### config.mk
export PLATFORM = sky130hd
export DESIGN_NAME = modem_stat_lb
export DESIGN_NICKNAME = d
export VERILOG_FILES = /design/src/rtl/msl_pkg.sv /design/src/rtl/msl_sync.sv /design/src/rtl/msl_src_sel.sv /design/src/rtl/msl_stat_core.sv /design/src/rtl/modem_stat_lb.sv
export SDC_FILE = /design/constraint.sdc
export NUM_CORES = 1
export LEC_CHECK = 0
export BUFFER_PORTS_ARGS = -buffer_cell sky130_fd_sc_hd__buf_2
export CORE_MARGIN = 5
export CORE_UTILIZATION = 41
export CTS_CLUSTER_SIZE = 20
export DETAILED_ROUTE_END_ITERATION = 7
export PLACE_DENSITY = 0.68
export SKIP_LAST_GASP = 1
export SYNTH_ARGS = -nofsm -noshare
export SYNTH_HDL_FRONTEND = slang
export SYNTH_HIERARCHICAL = 1
export SYNTH_SLANG_ARGS = --single-unit
export TNS_END_PERCENT = 10
### constraint.sdc
create_clock -name clk -period 1.44 [get_ports clk]
set_input_delay 0.216 -clock clk [delete_from_list [all_inputs] [get_ports clk]]
set_output_delay 0.216 -clock clk [all_outputs]
set_load 0.01 [all_outputs]
### src/rtl/msl_pkg.sv
package msl_pkg;

  // Line vector in the order of the status upper nibble.
  typedef struct packed {
    logic dcd;
    logic ri;
    logic dsr;
    logic cts;
  } mline_t;

  localparam int unsigned LOOP_BIT = 4;

  // Loopback routing of control outputs onto status lines.
  function automatic mline_t loop_route(input logic [3:0] ctl);
    mline_t r;
    r.cts = ctl[1];
    r.dsr = ctl[0];
    r.ri  = ctl[2];
    r.dcd = ctl[3];
    return r;
  endfunction

  // Change flags between held and new line state.
  function automatic logic [3:0] edge_flags(input mline_t held, input mline_t now);
    logic [3:0] d;
    d[0] = held.cts ^ now.cts;
    d[1] = held.dsr ^ now.dsr;
    d[2] = held.ri & ~now.ri;
    d[3] = held.dcd ^ now.dcd;
    return d;
  endfunction

endpackage

### src/rtl/msl_sync.sv
module msl_sync #(
  parameter int unsigned WIDTH  = 4,
  parameter int unsigned STAGES = 2
) (
  input  logic             clk,
  input  logic             rst_n,
  input  logic [WIDTH-1:0] d_in,
  output logic [WIDTH-1:0] d_out
);
  logic [WIDTH-1:0] pipe [STAGES];

  genvar s;
  generate
    for (s = 0; s < STAGES; s++) begin : g_stage
      if (s == 0) begin : g_first
        always_ff @(posedge clk) begin
          if (!rst_n) pipe[s] <= '0;
          else        pipe[s] <= d_in;
        end
      end else begin : g_next
        always_ff @(posedge clk) begin
          if (!rst_n) pipe[s] <= '0;
          else        pipe[s] <= pipe[s-1];
        end
      end
    end
  endgenerate

  assign d_out = pipe[STAGES-1];
endmodule

### src/rtl/msl_src_sel.sv
module msl_src_sel
  import msl_pkg::*;
(
  input  logic [4:0] ctl,
  input  mline_t     ext_sync,
  output mline_t     line,
  output logic       loop_on
);
  assign loop_on = ctl[LOOP_BIT];
  assign line    = loop_on ? loop_route(ctl[3:0]) : ext_sync;
endmodule

### src/rtl/msl_stat_core.sv
module msl_stat_core
  import msl_pkg::*;
#(
  parameter int unsigned WARM_CYC = 3
) (
  input  logic       clk,
  input  logic       rst_n,
  input  mline_t     line,
  input  logic       rd,
  input  logic       wr,
  input  logic [7:0] wd,
  output logic [7:0] status,
  output logic       irq,
  output logic       chg_any,
  output logic       primed
);
  localparam int unsigned CW = $clog2(WARM_CYC + 1);

  logic [3:0]    held_q;
  logic [3:0]    dlt_q;
  logic          irq_q;
  logic [CW-1:0] warm_q;
  logic [3:0]    new_d;

  assign primed  = (warm_q == CW'(WARM_CYC));
  assign new_d   = primed ? edge_flags(mline_t'(held_q), line) : 4'b0000;
  assign chg_any = |new_d;

  always_ff @(posedge clk) begin
    if (!rst_n) begin
      held_q <= '0;
      dlt_q  <= '0;
      irq_q  <= 1'b0;
      warm_q <= '0;
    end else begin
      if (!primed) warm_q <= warm_q + 1'b1;
      if (wr) begin
        held_q <= wd[7:4];
        dlt_q  <= wd[3:0];
        if (|wd[3:0]) irq_q <= 1'b1;
      end else begin
        held_q <= line;
        dlt_q  <= (rd ? 4'b0000 : dlt_q) | new_d;
        irq_q  <= (rd ? 1'b0 : irq_q) | chg_any;
      end
    end
  end

  assign status = {held_q, dlt_q};
  assign irq    = irq_q;
endmodule

### src/rtl/modem_stat_lb.sv
module modem_stat_lb
  import msl_pkg::*;
#(
  parameter int unsigned SYNC_STAGES = 2
) (
  input  logic       clk,
  input  logic       rst_n,
  input  logic [4:0] ctl_word,
  input  logic       ext_cts,
  input  logic       ext_dsr,
  input  logic       ext_ri,
  input  logic       ext_dcd,
  input  logic       stat_rd,
  input  logic       host_wr,
  input  logic [7:0] host_wdata,
  output logic [7:0] stat_q,
  output logic       ms_irq
);
  localparam int unsigned WARM_CYC = SYNC_STAGES + 1;

  mline_t ext_raw;
  mline_t ext_sync;
  mline_t line_src;
  logic   loop_on;
  logic   chg_any;
  logic   primed;

  assign ext_raw = '{dcd: ext_dcd, ri: ext_ri, dsr: ext_dsr, cts: ext_cts};

  msl_sync #(.WIDTH(4), .STAGES(SYNC_STAGES)) u_sync (
    .clk   (clk),
    .rst_n (rst_n),
    .d_in  (ext_raw),
    .d_out (ext_sync)
  );

  msl_src_sel u_sel (
    .ctl      (ctl_word),
    .ext_sync (ext_sync),
    .line     (line_src),
    .loop_on  (loop_on)
  );

  msl_stat_core #(.WARM_CYC(WARM_CYC)) u_core (
    .clk     (clk),
    .rst_n   (rst_n),
    .line    (line_src),
    .rd      (stat_rd),
    .wr      (host_wr),
    .wd      (host_wdata),
    .status  (stat_q),
    .irq     (ms_irq),
    .chg_any (chg_any),
    .primed  (primed)
  );
endmodule

==> metrics.csv <==
stage;metric;value;unit
outcome;outcome;finished with violations;
outcome;violations;negative setup slack;
synthesis;yosys_warnings;6;
die;die_y;52.79;um
layout;area_delta_synth_final;27.83;%
timing;finalSetupViolCount;1;
clocking;clock-root-buffer;clkbuf_4;
power_and_ir_drop;leakagePower;0.4688;nW
timing;rsz0062_at_grt;true;
setup_path;reg2reg_from;u_sync/pipe[1][1];
layout;drive_above_1_share;0.3762;
drt;wl_per_cell;11.25;um
drt;post_drt_via_cell_ratio;4.683;
clocking;clkSlewWorstSetupHoldPaths;100;ps
power_and_ir_drop;power.total;0.001025;W
drt;ant_nets;0;
drt;postRouteWirelength;1418;um
clocking;clk_latency;290;ps
setup_path;worstPathRequired;1620;ps
power_and_ir_drop;vdd_drop_max;494.4;uV
setup_path;path_class;reg2reg;
timing;setup_slack;-139.8;ps
die;initial_utilization;0.4348;
timing;period_needed;1580;ps
placed_design;port_buffers;29;
timing;max_freq;633.0;MHz
timing;slew_viol_final;0;
die;rows;15;
drt;drc;0;
layout;final_area;959.7;um2
layout;nNetsFinal;124;
worst_hold_path;hold_path_class;in2reg;
die;die_area;2787;um2
clocking;clockBufferDepth;2;
placed_design;placed_cells;122;
setup_path;r2r_slack;-140;ps
drt;vias;590;
setup_path;endpoint;u_core/irq;
global_route;grt_pass1_wl;2283;um
synthesis;syn_area_per_cell;10.88;um2
setup_path;cp_slowest_cell;o41a_1;
die;fp.dieW;52.79;um
setup_path;startpoint;u_sync/pipe[1][1];
placed_design;place_area;933.4;um2
timing;maxSlewHeadroom;0.8034;
layout;final.fill_count;169;
job;cap_violations;0;
drt;drt_first_pass_iters;2;
setup_path;regToRegEndpoint;u_core/irq;
clocking;cts_resized;0;
setup_path;cp-end-kind;register;
setup_path;critPathArrivalTime;1760;ps
global_route;antenna_found_initial;0;
placed_design;dpl.hpwl;1123;um
layout;stdcell_count;126;
global_route;grt_overflow;0;
setup_path;worstPathMaxFanout;2;
clocking;clock-sinks;19;
clocking;cts_setup_buffers;0;
global_route;grt_max_degree;20;
power_and_ir_drop;p_per_area;1068;nW/um2
global_route;grt_pass1_vias;584;
timing;fin_crit_sh;1.097;
setup_path;critPathLaunchType;register;
drt;drt_iter0_drc;6;
timing;max_slew.worst_pin.slew;294.9;ps
clocking;cts_max_level;1;
clocking;cts_buffers;3;
synthesis;syn_inst;69;
synthesis;synth_area;750.7;um2
synthesis;syn_nets;91;
placed_design;gp_congestion;0.7309;
layout;regArea;380.4;um2
clocking;cts_hold_buf;0;
die;coreArea;1727;um2
layout;diodes;0;
setup_path;crit_chain;mux2_4 -> xor2_1 -> o41a_1 -> o311a_1;
setup_path;worstRegToRegCells;4;
die;io_pins;30;
setup_path;critical-path-max-stage-delay;420;ps
global_route;grt_use_total;0.1139;
clocking;cts_tree;done;
timing;fin_skew;3.993;ps
layout;multi_input_area;354.1;um2
timing;hold_viol_final;0;
-- layer usage --
| layer | up-vias | share of wire | routed length [um] | GRT usage |
|---|---|---|---|---|
| li1 | 304 | - | - | - |
| met1 | 266 | 0.46 | 656 | 0.1392 |
| met2 | 20 | 0.45 | 644 | 0.1756 |
| met3 | 0 | 0.082 | 116 | 0.03419 |
| met4 | 0 | 0 | 0 | 0.06383 |
| met5 | - | 0 | 0 | 0 |
-- worst min path at each step --
stage	to	startpoint	slack, ps	depth (start not counted)
after detailed placement	u_sync/pipe[1][2]	u_sync/pipe[0][2]	410	1
after floorplan	u_sync/pipe[0][0]	rst_n	340	1
final	u_sync/pipe[0][2]	ext_ri	120	2
after global placement	u_sync/pipe[1][2]	u_sync/pipe[0][2]	410	1
after global routing	u_sync/pipe[0][2]	ext_ri	110	2
after CTS	u_sync/pipe[0][0]	ext_cts	110	2
-- metrics by stage --
step	hold WS, ps	utilization	TNS (ps)	setup WS [ps]
6_report	124.9	0.5558	-139.8	-139.8
5_1_grt	110.1	0.5558	-158.3	-158.3
4_1_cts	114.3	0.5558	-129.1	-129.1
3_5_place_dp	412.9	0.5406	-249.5	-235.1
3_3_place_gp	410.2	0.5406	-220.4	-211.3
2_1_floorplan	337.7	-	-68.19	-68.19
-- worst max-delay path, delay by kind of cell, from the launching register on --
family	cells	cell delay, ps
multiplexers	1	270
XOR/XNOR	1	180
flip-flops	1	320
AO/OA/AOI/OAI	2	710
-- state kept, by name, indices dropped and copies added (netlist names) --
name / cells
u_sync/pipe: 8
u_core/dlt_q: 4
u_core/held_q: 4
u_core/warm_q: 2
u_core/irq: 1
-- area by class of cell --
type                            count  area share
Clock buffer                        4     0.02738
Inverter                            2    0.007823
Multi-Input combinational cell     45      0.3690
Sequential cell                    19      0.3963
Tap cell                           25     0.03259
Timing Repair Buffer               31      0.1669
-- cell usage in the layout, fill, tap and decap left out, types with 2 or more instances in the layout --
cell      instances
xor2_1            3
clkbuf_4          3
a221oi_1          3
dfxtp_1          19
and2_1            9
o21ai_0           3
nor2_1            3
mux2_2            3
buf_2            29
inv_1             2
nor2b_1           7
buf_4             2
mux2i_1           5
-- power breakdown --
| part | leakage [nW] | internal [W] | total, W | switching [W] |
|---|---|---|---|---|
| combinational | 0.296 | 0.0000993 | 0.000182 | 0.0000825 |
| clock | 0.0150 | 0.000108 | 0.000259 | 0.000151 |
| sequential | 0.158 | 0.000566 | 0.000585 | 0.0000187 |
| total | 0.469 | 0.000773 | 0.00103 | 0.000252 |
(Power assumes the default switching activity.)
